[config.mk]
export PLATFORM = sky130hd
export DESIGN_NAME = frame_ofs_cal
export DESIGN_NICKNAME = d
export VERILOG_FILES = /design/src/rtl/ofc_pkg.sv /design/src/rtl/ofc_meter.sv /design/src/rtl/ofc_regs.sv /design/src/rtl/ofc_delay.sv /design/src/rtl/frame_ofs_cal.sv
export SDC_FILE = /design/constraint.sdc
export NUM_CORES = 2
export LEC_CHECK = 0
export ABC_AREA = 1
export BUFFER_PORTS_ARGS = -buffer_cell sky130_fd_sc_hd__buf_4
export CAP_MARGIN = 25
export CELL_PAD_IN_SITES_DETAIL_PLACEMENT = 0
export CELL_PAD_IN_SITES_GLOBAL_PLACEMENT = 2
export CORE_MARGIN = 10
export CORE_UTILIZATION = 42
export CTS_CLUSTER_DIAMETER = 60
export DETAILED_ROUTE_END_ITERATION = 7
export PLACE_DENSITY_LB_ADDON = 0.1
export SLEW_MARGIN = 5
export SYNTH_ARGS = -nofsm -noshare
export SYNTH_HDL_FRONTEND = slang
export SYNTH_SLANG_ARGS = --single-unit
[constraint.sdc]
create_clock -name clk -period 58.2 [get_ports clk]
set_input_delay 11.64 -clock clk [delete_from_list [all_inputs] [get_ports clk]]
set_output_delay 11.64 -clock clk [all_outputs]
set_load 0.01 [all_outputs]
[src/rtl/ofc_pkg.sv]
package ofc_pkg;
  localparam int unsigned REG_W    = 16;
  localparam int unsigned VLD_BIT  = 15;
  localparam int unsigned TMO_BIT  = 14;
  localparam int unsigned ADR_CTRL = 0;
  localparam int unsigned ADR_RES  = 1;
  localparam int unsigned ADR_OFS0 = 2;

  typedef enum logic {
    M_IDLE = 1'b0,
    M_RUN  = 1'b1
  } meter_st_e;
endpackage

[src/rtl/ofc_meter.sv]
module ofc_meter
  import ofc_pkg::*;
#(
  parameter int unsigned N_STR       = 24,
  parameter int unsigned FRAME_TICKS = 2048,
  parameter int unsigned SEL_W       = 5,
  parameter int unsigned CNT_W       = 11
) (
  input  logic             clk,
  input  logic             rst_n,
  input  logic             start,
  input  logic [SEL_W-1:0] sel,
  input  logic             restart,
  input  logic             ref_frm,
  input  logic [N_STR-1:0] mark,
  output logic             done,
  output logic             tmo,
  output logic [CNT_W-1:0] value
);
  localparam logic [CNT_W-1:0] LAST = CNT_W'(FRAME_TICKS - 1);

  meter_st_e        st_q, st_d;
  logic [CNT_W-1:0] cnt_q, cnt_d;
  logic             cnt_en;
  logic             mark_sel;

  always_comb begin
    mark_sel = 1'b0;
    for (int i = 0; i < N_STR; i++) begin
      if (sel == SEL_W'(i)) mark_sel = mark[i];
    end
  end

  always_comb begin
    st_d   = st_q;
    cnt_d  = cnt_q;
    done   = 1'b0;
    tmo    = 1'b0;
    value  = cnt_q;
    if (restart) begin
      st_d  = M_IDLE;
      cnt_d = '0;
    end else begin
      case (st_q)
        M_IDLE: begin
          if (start && ref_frm) begin
            if (mark_sel) begin
              done  = 1'b1;
              value = '0;
            end else begin
              st_d  = M_RUN;
              cnt_d = CNT_W'(1);
            end
          end
        end
        M_RUN: begin
          if (!start) begin
            st_d  = M_IDLE;
            cnt_d = '0;
          end else if (mark_sel) begin
            done  = 1'b1;
            st_d  = M_IDLE;
            cnt_d = '0;
          end else if (cnt_q == LAST) begin
            tmo   = 1'b1;
            st_d  = M_IDLE;
            cnt_d = '0;
          end else begin
            cnt_d = cnt_q + CNT_W'(1);
          end
        end
        default: begin
          st_d  = M_IDLE;
          cnt_d = '0;
        end
      endcase
    end
  end

  assign cnt_en = (st_d != st_q) || (cnt_d != cnt_q);

  always_ff @(posedge clk or negedge rst_n) begin
    if (!rst_n) begin
      st_q  <= M_IDLE;
      cnt_q <= '0;
    end else if (cnt_en) begin
      st_q  <= st_d;
      cnt_q <= cnt_d;
    end
  end
endmodule

[src/rtl/ofc_regs.sv]
module ofc_regs
  import ofc_pkg::*;
#(
  parameter int unsigned N_STR  = 24,
  parameter int unsigned SEL_W  = 5,
  parameter int unsigned CNT_W  = 11,
  parameter int unsigned OFS_W  = 6,
  parameter int unsigned ADDR_W = 5
) (
  input  logic                   clk,
  input  logic                   rst_n,
  input  logic                   reg_wr,
  input  logic [ADDR_W-1:0]      reg_addr,
  input  logic [REG_W-1:0]       reg_wdata,
  output logic [REG_W-1:0]       reg_rdata,
  input  logic                   done,
  input  logic                   tmo,
  input  logic [CNT_W-1:0]       value,
  output logic                   start,
  output logic [SEL_W-1:0]       sel,
  output logic                   ctrl_wr,
  output logic                   res_vld,
  output logic                   res_tmo,
  output logic [N_STR*OFS_W-1:0] ofs_flat
);
  logic             start_q, start_d;
  logic [SEL_W-1:0] sel_q, sel_d;
  logic             vld_q, vld_d, tmo_q, tmo_d;
  logic [CNT_W-1:0] val_q, val_d;
  logic             ctrl_en, res_en;
  logic [OFS_W-1:0] ofs_q [N_STR];

  assign ctrl_wr = reg_wr && (reg_addr == ADDR_W'(ADR_CTRL));

  always_comb begin
    start_d = start_q;
    sel_d   = sel_q;
    if (ctrl_wr) begin
      start_d = reg_wdata[0];
      sel_d   = reg_wdata[SEL_W:1];
    end else if (done || tmo) begin
      start_d = 1'b0;
    end
  end

  always_comb begin
    vld_d = vld_q;
    tmo_d = tmo_q;
    val_d = val_q;
    if (ctrl_wr) begin
      if (reg_wdata[0]) begin
        vld_d = 1'b0;
        tmo_d = 1'b0;
        val_d = '0;
      end
    end else if (done) begin
      vld_d = 1'b1;
      tmo_d = 1'b0;
      val_d = value;
    end else if (tmo) begin
      vld_d = 1'b0;
      tmo_d = 1'b1;
      val_d = '0;
    end
  end

  assign ctrl_en = ctrl_wr || done || tmo;
  assign res_en  = (ctrl_wr && reg_wdata[0]) || done || tmo;

  always_ff @(posedge clk or negedge rst_n) begin
    if (!rst_n) begin
      start_q <= 1'b0;
      sel_q   <= '0;
    end else if (ctrl_en) begin
      start_q <= start_d;
      sel_q   <= sel_d;
    end
  end

  always_ff @(posedge clk or negedge rst_n) begin
    if (!rst_n) begin
      vld_q <= 1'b0;
      tmo_q <= 1'b0;
      val_q <= '0;
    end else if (res_en) begin
      vld_q <= vld_d;
      tmo_q <= tmo_d;
      val_q <= val_d;
    end
  end

  for (genvar k = 0; k < N_STR; k++) begin : g_ofs
    logic ofs_en;
    assign ofs_en = reg_wr && (reg_addr == ADDR_W'(ADR_OFS0 + k));
    always_ff @(posedge clk or negedge rst_n) begin
      if (!rst_n)      ofs_q[k] <= '0;
      else if (ofs_en) ofs_q[k] <= reg_wdata[OFS_W-1:0];
    end
    assign ofs_flat[k*OFS_W +: OFS_W] = ofs_q[k];
  end

  always_comb begin
    reg_rdata = '0;
    if (reg_addr == ADDR_W'(ADR_CTRL)) begin
      reg_rdata[0]       = start_q;
      reg_rdata[SEL_W:1] = sel_q;
    end else if (reg_addr == ADDR_W'(ADR_RES)) begin
      reg_rdata[CNT_W-1:0] = val_q;
      reg_rdata[VLD_BIT]   = vld_q;
      reg_rdata[TMO_BIT]   = tmo_q;
    end
    for (int i = 0; i < N_STR; i++) begin
      if (reg_addr == ADDR_W'(ADR_OFS0 + i)) reg_rdata[OFS_W-1:0] = ofs_q[i];
    end
  end

  assign start   = start_q;
  assign sel     = sel_q;
  assign res_vld = vld_q;
  assign res_tmo = tmo_q;
endmodule

[src/rtl/ofc_delay.sv]
module ofc_delay #(
  parameter int unsigned OFS_W = 6
) (
  input  logic             clk,
  input  logic             rst_n,
  input  logic             din,
  input  logic [OFS_W-1:0] ofs,
  output logic             dout
);
  localparam int unsigned DEPTH = 2 ** OFS_W;

  logic [DEPTH-1:0] line_q, line_d;

  always_comb begin
    line_d = {line_q[DEPTH-2:0], din};
  end

  always_ff @(posedge clk or negedge rst_n) begin
    if (!rst_n) line_q <= '0;
    else        line_q <= line_d;
  end

  assign dout = line_q[ofs];
endmodule

[src/rtl/frame_ofs_cal.sv]
module frame_ofs_cal
  import ofc_pkg::*;
#(
  parameter int unsigned N_STR       = 24,
  parameter int unsigned FRAME_TICKS = 2048,
  parameter int unsigned OFS_W       = 6,
  parameter int unsigned ADDR_W      = $clog2(N_STR + 2)
) (
  input  logic              clk,
  input  logic              rst_n,
  input  logic              ref_frm,
  input  logic [N_STR-1:0]  st_mark,
  input  logic [N_STR-1:0]  st_in,
  output logic [N_STR-1:0]  st_out,
  input  logic              reg_wr,
  input  logic [ADDR_W-1:0] reg_addr,
  input  logic [15:0]       reg_wdata,
  output logic [15:0]       reg_rdata
);
  localparam int unsigned SEL_W = (N_STR > 1) ? $clog2(N_STR) : 1;
  localparam int unsigned CNT_W = (FRAME_TICKS > 1) ? $clog2(FRAME_TICKS) : 1;

  logic                   rst_m_n, rst_s_n;
  logic                   start_w, ctrl_wr_w, done_w, tmo_w;
  logic                   res_vld_w, res_tmo_w;
  logic [SEL_W-1:0]       sel_w;
  logic [CNT_W-1:0]       value_w;
  logic [N_STR*OFS_W-1:0] ofs_w;

  always_ff @(posedge clk or negedge rst_n) begin
    if (!rst_n) begin
      rst_m_n <= 1'b0;
      rst_s_n <= 1'b0;
    end else begin
      rst_m_n <= 1'b1;
      rst_s_n <= rst_m_n;
    end
  end

  ofc_regs #(
    .N_STR(N_STR), .SEL_W(SEL_W), .CNT_W(CNT_W), .OFS_W(OFS_W), .ADDR_W(ADDR_W)
  ) regs_i (
    .clk(clk), .rst_n(rst_s_n),
    .reg_wr(reg_wr), .reg_addr(reg_addr), .reg_wdata(reg_wdata), .reg_rdata(reg_rdata),
    .done(done_w), .tmo(tmo_w), .value(value_w),
    .start(start_w), .sel(sel_w), .ctrl_wr(ctrl_wr_w),
    .res_vld(res_vld_w), .res_tmo(res_tmo_w), .ofs_flat(ofs_w)
  );

  ofc_meter #(
    .N_STR(N_STR), .FRAME_TICKS(FRAME_TICKS), .SEL_W(SEL_W), .CNT_W(CNT_W)
  ) meter_i (
    .clk(clk), .rst_n(rst_s_n),
    .start(start_w), .sel(sel_w), .restart(ctrl_wr_w),
    .ref_frm(ref_frm), .mark(st_mark),
    .done(done_w), .tmo(tmo_w), .value(value_w)
  );

  for (genvar k = 0; k < N_STR; k++) begin : g_dly
    ofc_delay #(.OFS_W(OFS_W)) dly_i (
      .clk(clk), .rst_n(rst_s_n),
      .din(st_in[k]), .ofs(ofs_w[k*OFS_W +: OFS_W]), .dout(st_out[k])
    );
  end
endmodule

# Yosys cells after proc, flatten, opt, wreduce, memory -nomap -nowiden
# Index checks and enable logic that the tools add are counted.
[totals] regBits=1713 out_inout_bits=40 wordCells=316 in_bits=73
[classes] reduce_logical=40 n_eq_ne=52 muxes=141 bitwise=1 magnitude_cmp=24 add_sub_neg=1
[op_table] op="$lt A6 B7 Y1 const B" count=24
[op_table] op="$mux W11" count=14
[op_table] op="$mux W6" count=25
[op_table] op="$bmux W1 S6" count=24
[op_table] op="$eq A5 B5 Y1 const B" count=18
[op_table] op="$eq A5 B4 Y1 const B" count=16
[op_table] op="$mux W1" count=72
[op_table] op="$eq A5 B3 Y1 const B" count=8
[op_table] op="$logic_and A1 B1 Y1" count=27
[op_table] op="$pmux W11 S2" count=1
[op_table] op="$eq A5 B2 Y1 const B" count=4
[op_table] op="$add A11 B1 Y11 const B" count=1
[op_table] op="$eq A11 B11 Y1 const B" count=1
[op_table] op="$ne A11 B11 Y1" count=1
[op_table] op="$eq A5 B1 Y1 const B" count=2
[op_table] op="$logic_not A5 Y1" count=2
[op_table] op="$logic_or A1 B1 Y1" count=6
[op_table] op="$mux W5" count=1
[op_table] op="$mux W2" count=2
[op_table] op="$pmux W1 S2" count=2
[op_table] op="$reduce_and A2 Y1" count=2
[op_table] op="$reduce_and A3 Y1" count=1
[op_table] op="$reduce_bool A3 Y1" count=1
[op_table] op="$ne A2 B2 Y1 const B" count=1
[op_table] op="other kinds (3)" count=3

# Longest topological paths before layout
[logic_depth] word_depth=32 mapped_depth=23

# Hierarchy
# From an unflattened synthesis, not the netlist that was laid out.
[unflattened] cells_unflattened=6357 hier_area_um2=64067.7
[modules_own_cells] module="ofc_delay" cells_per_inst=216 area_per_inst_um2=2299.7 n_inst=24
[modules_own_cells] module="ofc_regs" cells_per_inst=948 area_per_inst_um2=7516.0 n_inst=1
[modules_own_cells] module="ofc_meter" cells_per_inst=222 area_per_inst_um2=1305.0 n_inst=1
[modules_own_cells] module="frame_ofs_cal" cells_per_inst=3 area_per_inst_um2=53.8 n_inst=1

# Worst setup path before layout
# Ideal clock, no wire load.
[synth_timing] path_kind="input-to-output" start="in reg_addr[2]" end="out reg_rdata[5]" slack_ns=33.431 stages=18 n_path_buf=0 required_time_ns=46.560 t_arrival_ns=13.129 path_cell_list="inv_1 > nor2_1 > inv_1 > nor2_1 > nand2_1 > nand4_1 > o21ai_0 > nand4_1 > nand2_1 > nand2_1 > nand2_1 > nand4_1 > nand2_1 > nand3_1 > nand2_1 > nand4_1 > nand2_1 > nand2_1"
[synth_via] elab_chain_len=27 word_cells_on_any_way=52 classes_between="eq/ne (25); mux (26); reduce/logical (1)"
[synth_rtl] item="from (decl)" line="frame_ofs_cal.sv:16" rtl="input logic [ADDR_W-1:0] reg_addr,"
[synth_rtl] item="$eq A5 B1 Y1" line="ofc_regs.sv:107" rtl="end else if (reg_addr == ADDR_W'(ADR_RES)) begin"
[synth_rtl] item="$mux W11" line="ofc_regs.sv:107"
[synth_rtl] item="$mux W6" line="ofc_regs.sv:104" rtl="if (reg_addr == ADDR_W'(ADR_CTRL)) begin"
[synth_rtl] item="$mux W6 (23 in series)" line="ofc_regs.sv:113" rtl="if (reg_addr == ADDR_W'(ADR_OFS0 + i)) reg_rdata[OFS_W-1:0] = ofs_q[i];"
[synth_rtl] item="$mux W6 *" line="ofc_regs.sv:113"
[synth_rtl] item="to (decl)" line="frame_ofs_cal.sv:18" rtl="output logic [15:0] reg_rdata"
# Mark *: on every way between the ends. The rest lies on a longest branch, timed or not.

# Worst setup path in the final report
[layout_timing] start="in reg_addr[3]" end="out reg_rdata[4]"
# Same word-level chain as after synthesis.

==> key figures <==
Placement
  • Port bufs: 99
  • DP HPWL: 90300 µm
  • Routability cong.: 0.766

Clocking
  • CTS Sinks: 1713
  • Post-CTS Setup Bufs: 0
  • # resized after CTS: 0
  • Post-CTS Hold Buffers: 0
  • Clock buffer depth: 3
  • TritonCTS clock tree: yes
  • Clk pin slew, worst setup/hold paths: 0.06 ns
  • CTS Buf Count: 181
  • CTS root buf: clkbuf_16
  • Skew-Pair Late Insertion Delay: 0.80 ns
  • H-tree levels: 4

Detailed routing
  • DR vias: 40431
  • Metal1 wirelength: 74900 µm
  • Routed WL per cell: 19.7 µm
  • Via density: 5.30
  • First-pass DRT Iterations: 5
  • First-iteration detailed-routing DRC count: 2915
  • Max layer used: met5
  • DRC: 0
  • Met3 wire len: 6330 µm
  • Antenna Violating Nets Remaining: 0
  • Routed length on met2: 65700 µm
  • Final WL: 150000 µm

Timing
  • Final period utilization: 45.7%
  • Least-Margin Pin Slew: 1.03 ns
  • Final Setup Violations: 0
  • Setup TNS: 0 ns
  • Max Slew Vio Count: 0
  • Hold_ws: 0.334 ns
  • Maximum clock frequency: 0.0376 GHz
  • Final hold viol count: 0
  • Minimum clock period: 26.62 ns
  • Max_slew headroom: 31.3%
  • Unrepaired setup endpoints after global routing: false
  • Final Skew: 0.0320 ns

Layout
  • Synth-to-layout area growth: 14.5%
  • Commonest non-fill, non-tap cell in the layout: dfrtp_1
  • Commonest cells after routing, fill and taps aside: 1712 x dfrtp_1, 1118 x o21ai_0, 1086 x nor2_1, 420 x o22ai_1, 411 x nand2_1
  • Share of cells above drive strength 1: 8.47%
  • Layout net count: 5650

Worst setup path
  • Worst R2R Path Depth: 5
  • Critical path arrival: 14.98 ns
  • Reg-to-Reg Start: rst_s_n
  • Reg-to-Reg End: g_dly[18].dly_i.line_q[19]
  • Critical path class: in -> out
  • CP Launch Type: input pin
  • Crit-path max FO: 7
  • CP endpoint kind: output pin
  • Worst Path Required: 46.56 ns
  • Reg2Reg Setup Slack: 53.24 ns

Run
  • Max-cap viol count: 0

Floorplan
  • Die W: 400 µm
  • Initial Utilization: 42.2%
  • Full die area: 160000 µm²
  • Chip height: 400 µm
  • # rows: 139
  • I/O Pins: 113
  • Core area: 143000 µm²

Synthesis
  • Syn Inst Count: 5547
  • Syn avg cell area: 10.9 µm²
  • Register area share after synthesis: 70.7%
  • Synthesized area: 60600 µm²
  • Cell variety after synth: 39
  • Synthesized flop and latch total: 1713
  • Yosys warnings: 0

Power and ir drop
  • Sequential share of power: 45.7%
  • Psw: 825 µW
  • Sw Ratio: 28.4%
  • Comb pwr share: 14.0%
  • Clock power share: 40.3%
  • Int Pwr: 2.08 mW
  • Pwr Density: 41.9 nW/µm²
  • Max VDD drop: 0.0256 mV
  • Leakage: 30.9 nW
  • Total power: 2.91 mW

Global routing
  • Total track usage: 18.9%
  • First-pass GRT wire length: 241000 µm
  • Largest net degree at the start of global routing: 173
  • Total grt overflow: 0
  • Initial antenna violation count: 14
  • Vias in the first global route: 40590

Run status
  • Status: complete, no violations

Min path
  • Worst min path class: reg -> async
==> per-stage QoR <==
stage,utilization (%),setup WS [ns],std cells,cell area (µm²)
2_1_floorplan,-,6.91,5549,60600
3_3_place_gp,43.8,31.49,7282,62900
3_5_place_dp,43.8,31.48,7284,62900
4_1_cts,48.1,31.47,7614,69000
5_1_grt,48.3,31.33,7627,69400
6_report,48.3,31.58,7629,69400
==> registers in the layout (all words and copies together) (netlist names) <==
name and cells:
regs_i.sel 5, meter_i.st_q 1, regs_i.val_q 11, regs_i.start 1
regs_i.res_vld 1, regs_i.res_tmo 1, meter_i.cnt_q 11, g_dly.dly_i.line_q 1536
regs_i.ofs_flat 144, rst_s_n 1, rst_m_n 1
==> worst max path at each step <==
stage	from	end	slack (ns)
floorplan	rst_s_n	g_dly[0].dly_i.line_q[0]	6.91
global placement	reg_addr[3]	reg_rdata[4]	31.49
detailed placement	reg_addr[2]	reg_rdata[4]	31.48
CTS	reg_addr[2]	reg_rdata[4]	31.47
global route	reg_addr[1]	reg_rdata[4]	31.33
finish	reg_addr[3]	reg_rdata[4]	31.58
==> per-layer routing <==
metal | vias up | global-route usage (%)
met5 | - | 0
met4 | 4 | 4.96
met3 | 218 | 3.13
met2 | 728 | 27.6
met1 | 20505 | 29.1
li1 | 18976 | -
==> synth_stat cells, drive strengths merged <==
| cell | n | area share (%) |
|---|---|---|
| and3 | 1 | 0.010 |
| o221a | 5 | 0.093 |
| buf | 56 | 0.54 |
| o22ai | 420 | 4.3 |
| ha | 1 | 0.021 |
| nand3b | 2 | 0.025 |
| dfrtp | 1713 | 71 |
| o211ai | 24 | 0.30 |
| clkbuf | 275 | 1.7 |
| or2 | 4 | 0.041 |
| o221ai | 32 | 0.46 |
| nor3b | 1 | 0.012 |
| nor2 | 1087 | 6.7 |
| o2111ai | 2 | 0.029 |
| o31ai | 10 | 0.12 |
| a211oi | 1 | 0.012 |
| nand2 | 412 | 2.6 |
| o21ai | 1119 | 9.2 |
| conb | 2 | 0.012 |
| inv | 201 | 1.2 |
| clkinv | 2 | 0.012 |
| a21oi | 27 | 0.22 |
| nand3 | 68 | 0.57 |
| o21bai | 10 | 0.12 |
| o32ai | 17 | 0.25 |
| a31oi | 1 | 0.010 |
| o311a | 4 | 0.066 |
| nand4 | 37 | 0.38 |
| nor3 | 8 | 0.066 |
| o311ai | 5 | 0.072 |
==> logic make-up (layout without fill, tap and decap cells) <==
group           count (synthesis)  after routing  share of synthesized area (%)
flops                        1713           1713                           70.7
compound gates               1677           1677                           15.3
simple gates                 1620           1620                           10.4
buf+inv                       534            708                           3.50
other cells                     2              7                         0.0124
fa+ha+maj                       1              1                         0.0206
==> final cells by class <==
class,instances,area [µm²]
flip-flops and latches,1713,42900
clock buffers,265,5320
fillers,13117,74100
diodes,3,7.51
clock inverters,65,827
inverters,203,762
multi-input cells,3302,15600
well taps,1903,2380
repair buffers,175,1570
==> power by group through the flow <==
| stage | clock [mW] | combinational [mW] | sequential (mW) |
|---|---|---|---|
| final | 1.17 | 0.407 | 1.33 |
| after global routing | 1.26 | 0.465 | 1.34 |
| after floorplan | 0 | 0.290 | 1.33 |
| after detailed placement | 0 | 0.408 | 1.35 |
| after CTS | 1.21 | 0.410 | 1.33 |
| after global placement | 0 | 0.408 | 1.35 |
==> worst max-delay path: stages <==
cell and delay (ns):
buf_4 0.10, nor2_1 0.07, inv_1 0.31, nor2_1 0.30, nand2_1 0.14, nand3_1 0.20, nor2_1 0.15, nand3_1 0.10
o21ai_0 0.23, nand3_1 0.13, nor2_1 0.19, nand4_1 0.12, nor2_1 0.21, nand4_1 0.14, nor2_1 0.16, nand4_1 0.09
nor2_1 0.24, nand4_1 0.23, buf_4 0.21
(Power assumes the default switching activity.)
